## config.mk

```make
export PLATFORM = sky130hd
export DESIGN_NAME = fir_vec_decim
export DESIGN_NICKNAME = d
export VERILOG_FILES = /design/src/rtl/fir_dec_pkg.sv /design/src/rtl/fir_dec_narrow.sv /design/src/rtl/fir_dec_wide.sv /design/src/rtl/fir_vec_decim.sv
export SDC_FILE = /design/constraint.sdc
export NUM_CORES = 1
export LEC_CHECK = 0
export BUFFER_PORTS_ARGS = -buffer_cell sky130_fd_sc_hd__buf_2
export CORE_ASPECT_RATIO = 0.8
export CORE_MARGIN = 8
export CORE_UTILIZATION = 40
export DETAILED_ROUTE_END_ITERATION = 12
export GPL_TIMING_DRIVEN = 0
export HOLD_SLACK_MARGIN = 0.15
export MAX_ROUTING_LAYER = met4
export PLACE_DENSITY = 0.63
export REMOVE_ABC_BUFFERS = 1
export SYNTH_ARGS = -nofsm -noshare
export SYNTH_HDL_FRONTEND = slang
export SYNTH_SLANG_ARGS = --single-unit
export TNS_END_PERCENT = 5
```

## constraint.sdc

```tcl
create_clock -name clk -period 9.5 [get_ports clk]
set_input_delay 0.95 -clock clk [delete_from_list [all_inputs] [get_ports clk]]
set_output_delay 0.95 -clock clk [all_outputs]
set_load 0.05 [all_outputs]
```

## src/rtl/fir_dec_pkg.sv

```systemverilog
package fir_dec_pkg;

    // Integer division rounded up.
    function automatic int ceil_div(input int num, input int den);
        return (num + den - 1) / den;
    endfunction

    // Width that holds a full-precision sum of n products.
    function automatic int full_width(input int dw, input int cw, input int n);
        return dw + cw + ((n > 1) ? $clog2(n) : 1);
    endfunction

endpackage

```

## src/rtl/fir_dec_narrow.sv

```systemverilog
module fir_dec_narrow
    import fir_dec_pkg::*;
#(
    parameter int LANES  = 4,
    parameter int DECIM  = 8,
    parameter int TAPS   = 11,
    parameter int DATA_W = 8,
    parameter int COEF_W = 8,
    parameter int OUT_W  = 20,
    parameter logic [TAPS*COEF_W-1:0] COEF = '0
) (
    input  logic                      clk,
    input  logic                      rst_n,
    input  logic                      clear,
    input  logic                      in_valid,
    input  logic [LANES*DATA_W-1:0]   in_data,
    output logic                      out_valid,
    output logic [OUT_W-1:0]          out_data
);
    localparam int SETS = DECIM / LANES;
    localparam int BANK = ceil_div(TAPS, DECIM);
    localparam int PH_W = (SETS > 1) ? $clog2(SETS) : 1;

    logic [PH_W-1:0]          phase;
    logic signed [OUT_W-1:0]  acc  [BANK];
    logic signed [OUT_W-1:0]  step [BANK];
    logic signed [OUT_W-1:0]  nxt  [BANK];
    logic                     last_set;

    function automatic logic signed [COEF_W-1:0] coef_at(input int idx);
        if (idx < 0 || idx >= TAPS) return '0;
        return COEF[idx*COEF_W +: COEF_W];
    endfunction

    assign last_set = (phase == PH_W'(SETS - 1));

    // Each lane multiplies by the coefficient that its position in the
    // group selects, for every result still being built.
    always_comb begin
        for (int j = 0; j < BANK; j++) begin
            step[j] = '0;
            for (int i = 0; i < LANES; i++) begin
                step[j] = step[j] + OUT_W'(
                    coef_at(j*DECIM + DECIM - 1 - int'(phase)*LANES - i)
                    * $signed(in_data[i*DATA_W +: DATA_W]));
            end
            nxt[j] = acc[j] + step[j];
        end
    end

    always_ff @(posedge clk or negedge rst_n) begin
        if (!rst_n) begin
            phase     <= '0;
            out_valid <= 1'b0;
            out_data  <= '0;
            for (int j = 0; j < BANK; j++) acc[j] <= '0;
        end else if (clear) begin
            phase     <= '0;
            out_valid <= 1'b0;
            for (int j = 0; j < BANK; j++) acc[j] <= '0;
        end else begin
            out_valid <= 1'b0;
            if (in_valid) begin
                if (last_set) begin
                    phase     <= '0;
                    out_valid <= 1'b1;
                    out_data  <= nxt[0];
                    for (int j = 0; j < BANK - 1; j++) acc[j] <= nxt[j+1];
                    acc[BANK-1] <= '0;
                end else begin
                    phase <= phase + PH_W'(1);
                    for (int j = 0; j < BANK; j++) acc[j] <= nxt[j];
                end
            end
        end
    end

    assert_phase_bound_R2: assert property (@(posedge clk) disable iff (!rst_n)
        int'(phase) < SETS);

    assert_result_follows_group_R2: assert property (@(posedge clk) disable iff (!rst_n)
        out_valid |-> $past(in_valid && !clear));

    assert_idle_holds_R7: assert property (@(posedge clk) disable iff (!rst_n)
        (!in_valid && !clear) |=> ($stable(phase) && !out_valid));

    assert_clear_quiet_R8: assert property (@(posedge clk) disable iff (!rst_n)
        clear |=> (!out_valid && phase == '0));

    generate
        if (SETS > 1) begin : g_spacing
            assert_no_back_to_back_R2: assert property (@(posedge clk) disable iff (!rst_n)
                out_valid |=> !out_valid);
        end
    endgenerate

endmodule

```

## src/rtl/fir_dec_wide.sv

```systemverilog
module fir_dec_wide
    import fir_dec_pkg::*;
#(
    parameter int LANES  = 8,
    parameter int DECIM  = 4,
    parameter int TAPS   = 11,
    parameter int DATA_W = 8,
    parameter int COEF_W = 8,
    parameter int OUT_W  = 20,
    parameter logic [TAPS*COEF_W-1:0] COEF = '0,
    localparam int OUT_LANES = LANES / DECIM
) (
    input  logic                          clk,
    input  logic                          rst_n,
    input  logic                          clear,
    input  logic                          in_valid,
    input  logic [LANES*DATA_W-1:0]       in_data,
    output logic                          out_valid,
    output logic [OUT_LANES*OUT_W-1:0]    out_data
);
    localparam int HIST = (TAPS > 1) ? TAPS - 1 : 1;
    localparam int WIN  = HIST + LANES;

    logic [HIST*DATA_W-1:0]   hist;
    logic [WIN*DATA_W-1:0]    win;
    logic signed [OUT_W-1:0]  res [OUT_LANES];

    function automatic logic signed [COEF_W-1:0] coef_at(input int idx);
        if (idx < 0 || idx >= TAPS) return '0;
        return COEF[idx*COEF_W +: COEF_W];
    endfunction

    // Window index 0 is the oldest sample; the new vector sits on top.
    assign win = {in_data, hist};

    always_comb begin
        for (int j = 0; j < OUT_LANES; j++) begin
            res[j] = '0;
            for (int k = 0; k < TAPS; k++) begin
                res[j] = res[j] + OUT_W'(coef_at(k)
                    * $signed(win[(HIST + j*DECIM + DECIM - 1 - k)*DATA_W +: DATA_W]));
            end
        end
    end

    always_ff @(posedge clk or negedge rst_n) begin
        if (!rst_n) begin
            hist      <= '0;
            out_valid <= 1'b0;
            out_data  <= '0;
        end else if (clear) begin
            hist      <= '0;
            out_valid <= 1'b0;
        end else begin
            out_valid <= in_valid;
            if (in_valid) begin
                hist <= win[LANES*DATA_W +: HIST*DATA_W];
                for (int j = 0; j < OUT_LANES; j++) out_data[j*OUT_W +: OUT_W] <= res[j];
            end
        end
    end

    assert_idle_keeps_history_R7: assert property (@(posedge clk) disable iff (!rst_n)
        (!in_valid && !clear) |=> ($stable(hist) && !out_valid));

    assert_every_vector_R4: assert property (@(posedge clk) disable iff (!rst_n)
        (in_valid && !clear) |=> out_valid);

    assert_clear_quiet_R8: assert property (@(posedge clk) disable iff (!rst_n)
        clear |=> (!out_valid && hist == '0));

endmodule

```

## src/rtl/fir_vec_decim.sv

```systemverilog
module fir_vec_decim
    import fir_dec_pkg::*;
#(
    parameter int LANES  = 4,
    parameter int DECIM  = 8,
    parameter int TAPS   = 11,
    parameter int DATA_W = 8,
    parameter int COEF_W = 8,
    parameter logic [TAPS*COEF_W-1:0] COEF = {
        8'sd2, -8'sd4, 8'sd9, -8'sd22, 8'sd38, 8'sd61,
        -8'sd43, 8'sd27, 8'sd14, -8'sd9, 8'sd5},
    localparam int OUT_W     = full_width(DATA_W, COEF_W, TAPS),
    localparam int OUT_LANES = (LANES >= DECIM) ? LANES / DECIM : 1
) (
    input  logic                          clk,
    input  logic                          rst_n,
    input  logic                          clear,
    input  logic                          in_valid,
    input  logic [LANES*DATA_W-1:0]       in_data,
    output logic                          out_valid,
    output logic [OUT_LANES*OUT_W-1:0]    out_data
);

    generate
        if (LANES < DECIM) begin : g_narrow
            fir_dec_narrow #(
                .LANES(LANES), .DECIM(DECIM), .TAPS(TAPS),
                .DATA_W(DATA_W), .COEF_W(COEF_W), .OUT_W(OUT_W), .COEF(COEF)
            ) i_narrow (
                .clk(clk), .rst_n(rst_n), .clear(clear),
                .in_valid(in_valid), .in_data(in_data),
                .out_valid(out_valid), .out_data(out_data)
            );
        end else begin : g_wide
            fir_dec_wide #(
                .LANES(LANES), .DECIM(DECIM), .TAPS(TAPS),
                .DATA_W(DATA_W), .COEF_W(COEF_W), .OUT_W(OUT_W), .COEF(COEF)
            ) i_wide (
                .clk(clk), .rst_n(rst_n), .clear(clear),
                .in_valid(in_valid), .in_data(in_data),
                .out_valid(out_valid), .out_data(out_data)
            );
        end
    endgenerate

    assert_reset_quiet_R1: assert property (@(posedge clk)
        !rst_n |=> !out_valid);

endmodule

```

After elaboration in Yosys (flattened, before gate mapping)
Index checks and enable logic that the tools add are counted.
W data, S select, Z words.
{ "op_classes": {"addsub": 17, "multipliers": 8, "magnitude_cmp": 16, "shifts": 8, "muxes": 33, "bitwise": 1, "n_reduce_logical": 10} }
{ "op_table": {"columns": ["op", "n"], "rows": [
  ["$shiftx A88 B32 Y8 const A", 7],
  ["$ge A32 B5 Y1 const B", 7],
  ["$lt A32 B1 Y1 const B", 7],
  ["$add A20 B20 Y20", 8],
  ["$mul A8 B8 Y16", 8],
  ["$mux W8", 16],
  ["$mux W40", 3],
  ["$shiftx A88 B7 Y8 const A", 1],
  ["$sub A32 B3 Y32 const B", 2],
  ["$sub A32 B2 Y32 const B", 1],
  ["$mux W1", 14],
  ["$sub A4 B3 Y5 const B", 2],
  ["$logic_or A1 B1 Y1", 8],
  ["$ge A4 B5 Y1 const B", 1],
  ["$sub A4 B2 Y5 const B", 1],
  ["$sub A4 B3 Y5 const A", 1],
  ["$lt A4 B1 Y1 const B", 1],
  ["$sub A3 B3 Y4 const A", 1],
  ["$reduce_and A3 Y1", 1],
  ["$reduce_bool A2 Y1", 1],
  ["$add A1 B1 Y1 const B", 1],
  ["$not A1 Y1", 1]
]} }
{ "totals": {"regBits": 62, "inputBits": 36, "output_inout_bits": 21, "wordCells": 98} }

Longest topological paths before layout
{ "depth": {"depth_word": 14, "ltp_mapped": 37, "depth_no_buf": 34} }

Worst setup path after synthesis
OpenSTA, ideal clock, no wires.
{ "synth_timing": {"kind": "register -> register", "startpoint": "register g_narrow.i_narrow.phase (netlist: g_narrow.i_narrow.last_set)", "endpoint": "register g_narrow.i_narrow.acc[39] (netlist bit)", "setup_time_ns": 0.146, "arrival_time_ns": 8.010, "required_time_ns": 9.354, "path_slack_ns": 1.344, "path_stages_with_launch": 33, "period_less_slack_ns": 8.156, "path_cell_list": "dfrtp_1 clkbuf_1 buf_1 buf_1 nand2_1 inv_1 fa_1 inv_1 fa_1 fa_1 fa_1 inv_1 ha_1 nand3_1 nand2_1 a41oi_1 a21oi_1 xnor2_1 fa_1 inv_1 fa_1 inv_1 fa_1 inv_1 ha_1 clkbuf_1 o21a_1 o21a_1 o21ai_0 o21ai_0 xnor2_1 mux2i_1 o311ai_0"} }
{ "synth_between": {"elab_chain_cells": 14} }
{ "synth_rtl": {"columns": ["item", "line_no", "rtl"], "rows": [
  ["from (decl)", "fir_dec_narrow.sv:24", "logic [PH_W-1:0] phase;"],
  ["from (signal assigned)", "fir_dec_narrow.sv:71", "phase <= phase + PH_W'(1);"],
  ["$sub A4 B3 Y5 or $sub A3 B3 Y4 (tied branches)", "fir_dec_narrow.sv:44", "coef_at(j*DECIM + DECIM - 1 - int'(phase)*LANES - i)"],
  ["$sub A32 B2 Y32 or $sub A4 B2 Y5 (tied branches)", "fir_dec_narrow.sv:44", null],
  ["$lt A32 B1 Y1 or $ge A32 B5 Y1 (tied branches)", "fir_dec_narrow.sv:31", "if (idx < 0 || idx >= TAPS) return '0;"],
  ["$logic_or A1 B1 Y1", "fir_dec_narrow.sv:31", null],
  ["$mux W1", "fir_dec_narrow.sv:31", null],
  ["$mux W8", "fir_dec_narrow.sv:32", "return COEF[idx*COEF_W +: COEF_W];"],
  ["$mul A8 B8 Y16", "fir_dec_narrow.sv:45", "* $signed(in_data[i*DATA_W +: DATA_W]));"],
  ["$add A20 B20 Y20 (3 in a row)", "fir_dec_narrow.sv:43", "step[j] = step[j] + OUT_W'("],
  ["$add A20 B20 Y20", "fir_dec_narrow.sv:47", "nxt[j] = acc[j] + step[j];"],
  ["$mux W40 *", "fir_dec_narrow.sv:64", "if (last_set) begin"],
  ["$mux W40 *", "fir_dec_narrow.sv:63", "if (in_valid) begin"],
  ["$mux W40 *", "fir_dec_narrow.sv:57", "end else if (clear) begin"],
  ["to (signal, indexed assignment)", "fir_dec_narrow.sv:69", "acc[BANK-1] <= '0;"],
  ["to (decl)", "fir_dec_narrow.sv:25", "logic signed [OUT_W-1:0] acc [BANK];"]
]} }
Mark *: on every way between the ends. The rest lies on a longest branch, timed or not. The select of a mux whose other input is x is not followed.
A chain may end at the register's enable or synchronous reset.

Final worst setup path
Ends and elaborated chain as after synthesis.

==> results.tsv <==
metric	value	unit
outcome	finished, final reports clean	
Syn Area/Cell	9.22	um2
Slew HR	31.0	%
fin crit period	8990	ps
CP Launch Type	register	
commonest non-fill, non-tap cells in the layout	416 x inv_1, 242 x ha_1, 227 x fa_1	
Vias per Instance	4.90	
Clock Sink Count	62	
RSZ-0062 raised after global routing	false	
CTS tree	done	
Placed Cells	2098	
post-synthesis async set-or-reset flop share	100	%
DP Area	0.0154	mm2
initial antenna violation count	0	
Setup Buffers After CTS	0	
Max Root-Sink Buffers	2	
met3 wire len	1530	um
Top Layer Used	met4	
CP bufs+invs	7	
clock root buffer	clkbuf_16	
DR vias	10400	
Post-Syn Area	0.0146	mm2
Worst setup EP type	register	
die area	0.0429	mm2
Initial Utilization	40.6	%
Min-Delay Path Class	reg -> reg	
Ys Warns	0	
worst slack, placed	-240	ps
WL/cell	15.8	um
gr usage total	16.5	%
Post-route DRC	0	
Post-DRT Antenna Nets	0	
slowest CP cell	dfrtp_4	
# IOs	57	
final-report setup violation count	0	
post-synth cell types	56	
first-pass GRT wire length	56100	um
CTS buffer count	9	
fraction of layout cells with a size suffix above 1	5.88	%
Placer Congestion	0.872	
final instance area	0.0157	mm2
max_cap viols	0	
Fmax achieved	0.111	GHz
register area share after synthesis	10.6	%
Die Wd	230	um
final setup skew	5.73	ps
Final Hold Viols	0	
WHS Path Cells	2	
area of the multi-input gates	0.0114	mm2
Fillers	3479	
post-route insts no fill	2114	
Post-synth EDFFs	0	
WP data arrival	9170	ps
Top FF cell, synth	dfrtp_1	
first drt pass iteration count	6	
Core Area	0.0359	mm2
Stages on worst setup path	29	
slowest stage delay, CP	650	ps
pins over their slew limit	0	
final WL	33400	um
most common cell after layout, fill and taps aside	inv_1	
largest delay contributor family on the critical path	adder cells	
# diodes	0	
cell depth of the worst flop-to-flop path	29	
Util after Layout	43.8	%
grt total ovfl	0	
Port Buffer Count	56	
dpl hpwl	29400	um
final setup margin	509	ps
met1 WL	16100	um
H-tree levels	3	
met2 WL	15100	um
Nets	2134	
worst-path maximum fanout	48	
Area Growth Syn to Fin	7.87	%
Crit Path Category	reg -> reg	
fin crit share	94.6	%
vias in the first global route	10900	
clock slew at reported path FFs	50	ps
Yosys reg bits	62	
Worst Max-Slew Pin Slew	1030	ps
most frequent CP cell	fa_1	
worst endpoint required time	9680	ps
Clock Latency Late Sink	330	ps
Placement Rows	62	
Initial DRC Count	564	
largest net degree at the start of global routing	63	
Cells after Synth	1582	
Reg area	0.00156	mm2
Die Ht	187	um
worst min-delay path: cells and delay by family, from the launching register on:
kind          cells  cell delay [ps]
simple gates      2              100
flops             1              340
layout make-up:
cell class / count / area share [%]
clock buffers: 11 / 1.54
clock inverters: 5 / 0.374
inverters: 418 / 9.98
multi-input cells: 1080 / 72.4
flip-flops and latches: 62 / 9.88
well taps: 480 / 3.82
repair buffers: 58 / 2.02
state kept, by name (all words and copies together) (netlist names):
register and cells:
g_narrow.i_narrow.last_set 1, g_narrow.i_narrow.out_data 20, g_narrow.i_narrow.out_valid 1, g_narrow.i_narrow.acc 40
metrics by stage:
step,hold slack [ps],setup TNS [ps]
floorplan,450,0
global placement,458,-48110
detailed placement,463,-484
CTS,482,0
global route,506,0
finish,478,0
timing repair:
action,CTS,global route
endpoints found under the hold margin,0,0
endpoints found under the setup margin,6,6
gates resized for setup,1,3
hold buffers,0,0
gates cloned,0,0
layer usage:
layer | GRT usage (%) | up-vias
li1 | - | 5069
met1 | 22.9 | 5091
met2 | 25.1 | 171
met3 | 2.71 | 31
met4 | 3.75 | 0
met5 | - | -
kinds of logic after synthesis:
logic type | after synthesis | synth area share [%]
adder cells (fa/ha/maj) | 469 | 51.9
other | 2 | 0.0515
AO/OA/AOI/OAI | 254 | 11.5
flip-flops | 62 | 10.6
XOR/XNOR | 94 | 5.64
AND/OR/NAND/NOR | 247 | 8.08
multiplexers | 11 | 0.789
buffers and inverters | 443 | 11.4
final timing paths:
| path | start | end | slack, ps |
|---|---|---|---|
| setup / recovery | g_narrow.i_narrow.last_set | g_narrow.i_narrow.acc[39] | 510 |
| max in group asynchronous | rst_n | g_narrow.i_narrow.last_set | 8200 |
| min in group asynchronous | rst_n | g_narrow.i_narrow.out_data[12] | 700 |
| setup reg to reg | g_narrow.i_narrow.last_set | g_narrow.i_narrow.acc[39] | 510 |
| hold reg to reg | g_narrow.i_narrow.out_data[2] | g_narrow.i_narrow.out_data[2] | 480 |
| hold / removal | g_narrow.i_narrow.out_data[2] | g_narrow.i_narrow.out_data[2] | 480 |
Yosys cell counts (all sizes together), types with 3 or more instances:
library cell / count / area share [%]
a211oi: 11 / 0.60
a21boi: 4 / 0.21
a21o: 30 / 1.5
a21oi: 70 / 2.4
a22o: 16 / 0.96
a22oi: 6 / 0.31
a311oi: 3 / 0.18
a31o: 4 / 0.24
a31oi: 4 / 0.17
a32oi: 3 / 0.18
a41o: 3 / 0.21
a41oi: 5 / 0.30
and2: 21 / 0.90
buf: 5 / 0.13
clkbuf: 20 / 0.51
dfrtp: 62 / 11
fa: 227 / 31
ha: 242 / 21
inv: 416 / 11
mux2: 4 / 0.31
mux2i: 7 / 0.48
nand2: 91 / 2.3
nand2b: 8 / 0.34
nand3: 10 / 0.34
nor2: 53 / 1.4
nor2b: 32 / 1.4
nor3: 12 / 0.41
o211ai: 5 / 0.26
o21a: 13 / 0.67
o21ai: 52 / 1.8
o21bai: 13 / 0.67
or2: 7 / 0.30
or3: 4 / 0.17
xnor2: 70 / 4.2
xor2: 24 / 1.4
Power is left out: the tool's default activity adds up to more than one toggle a clock period on the data nets, which glitch-free logic cannot reach.
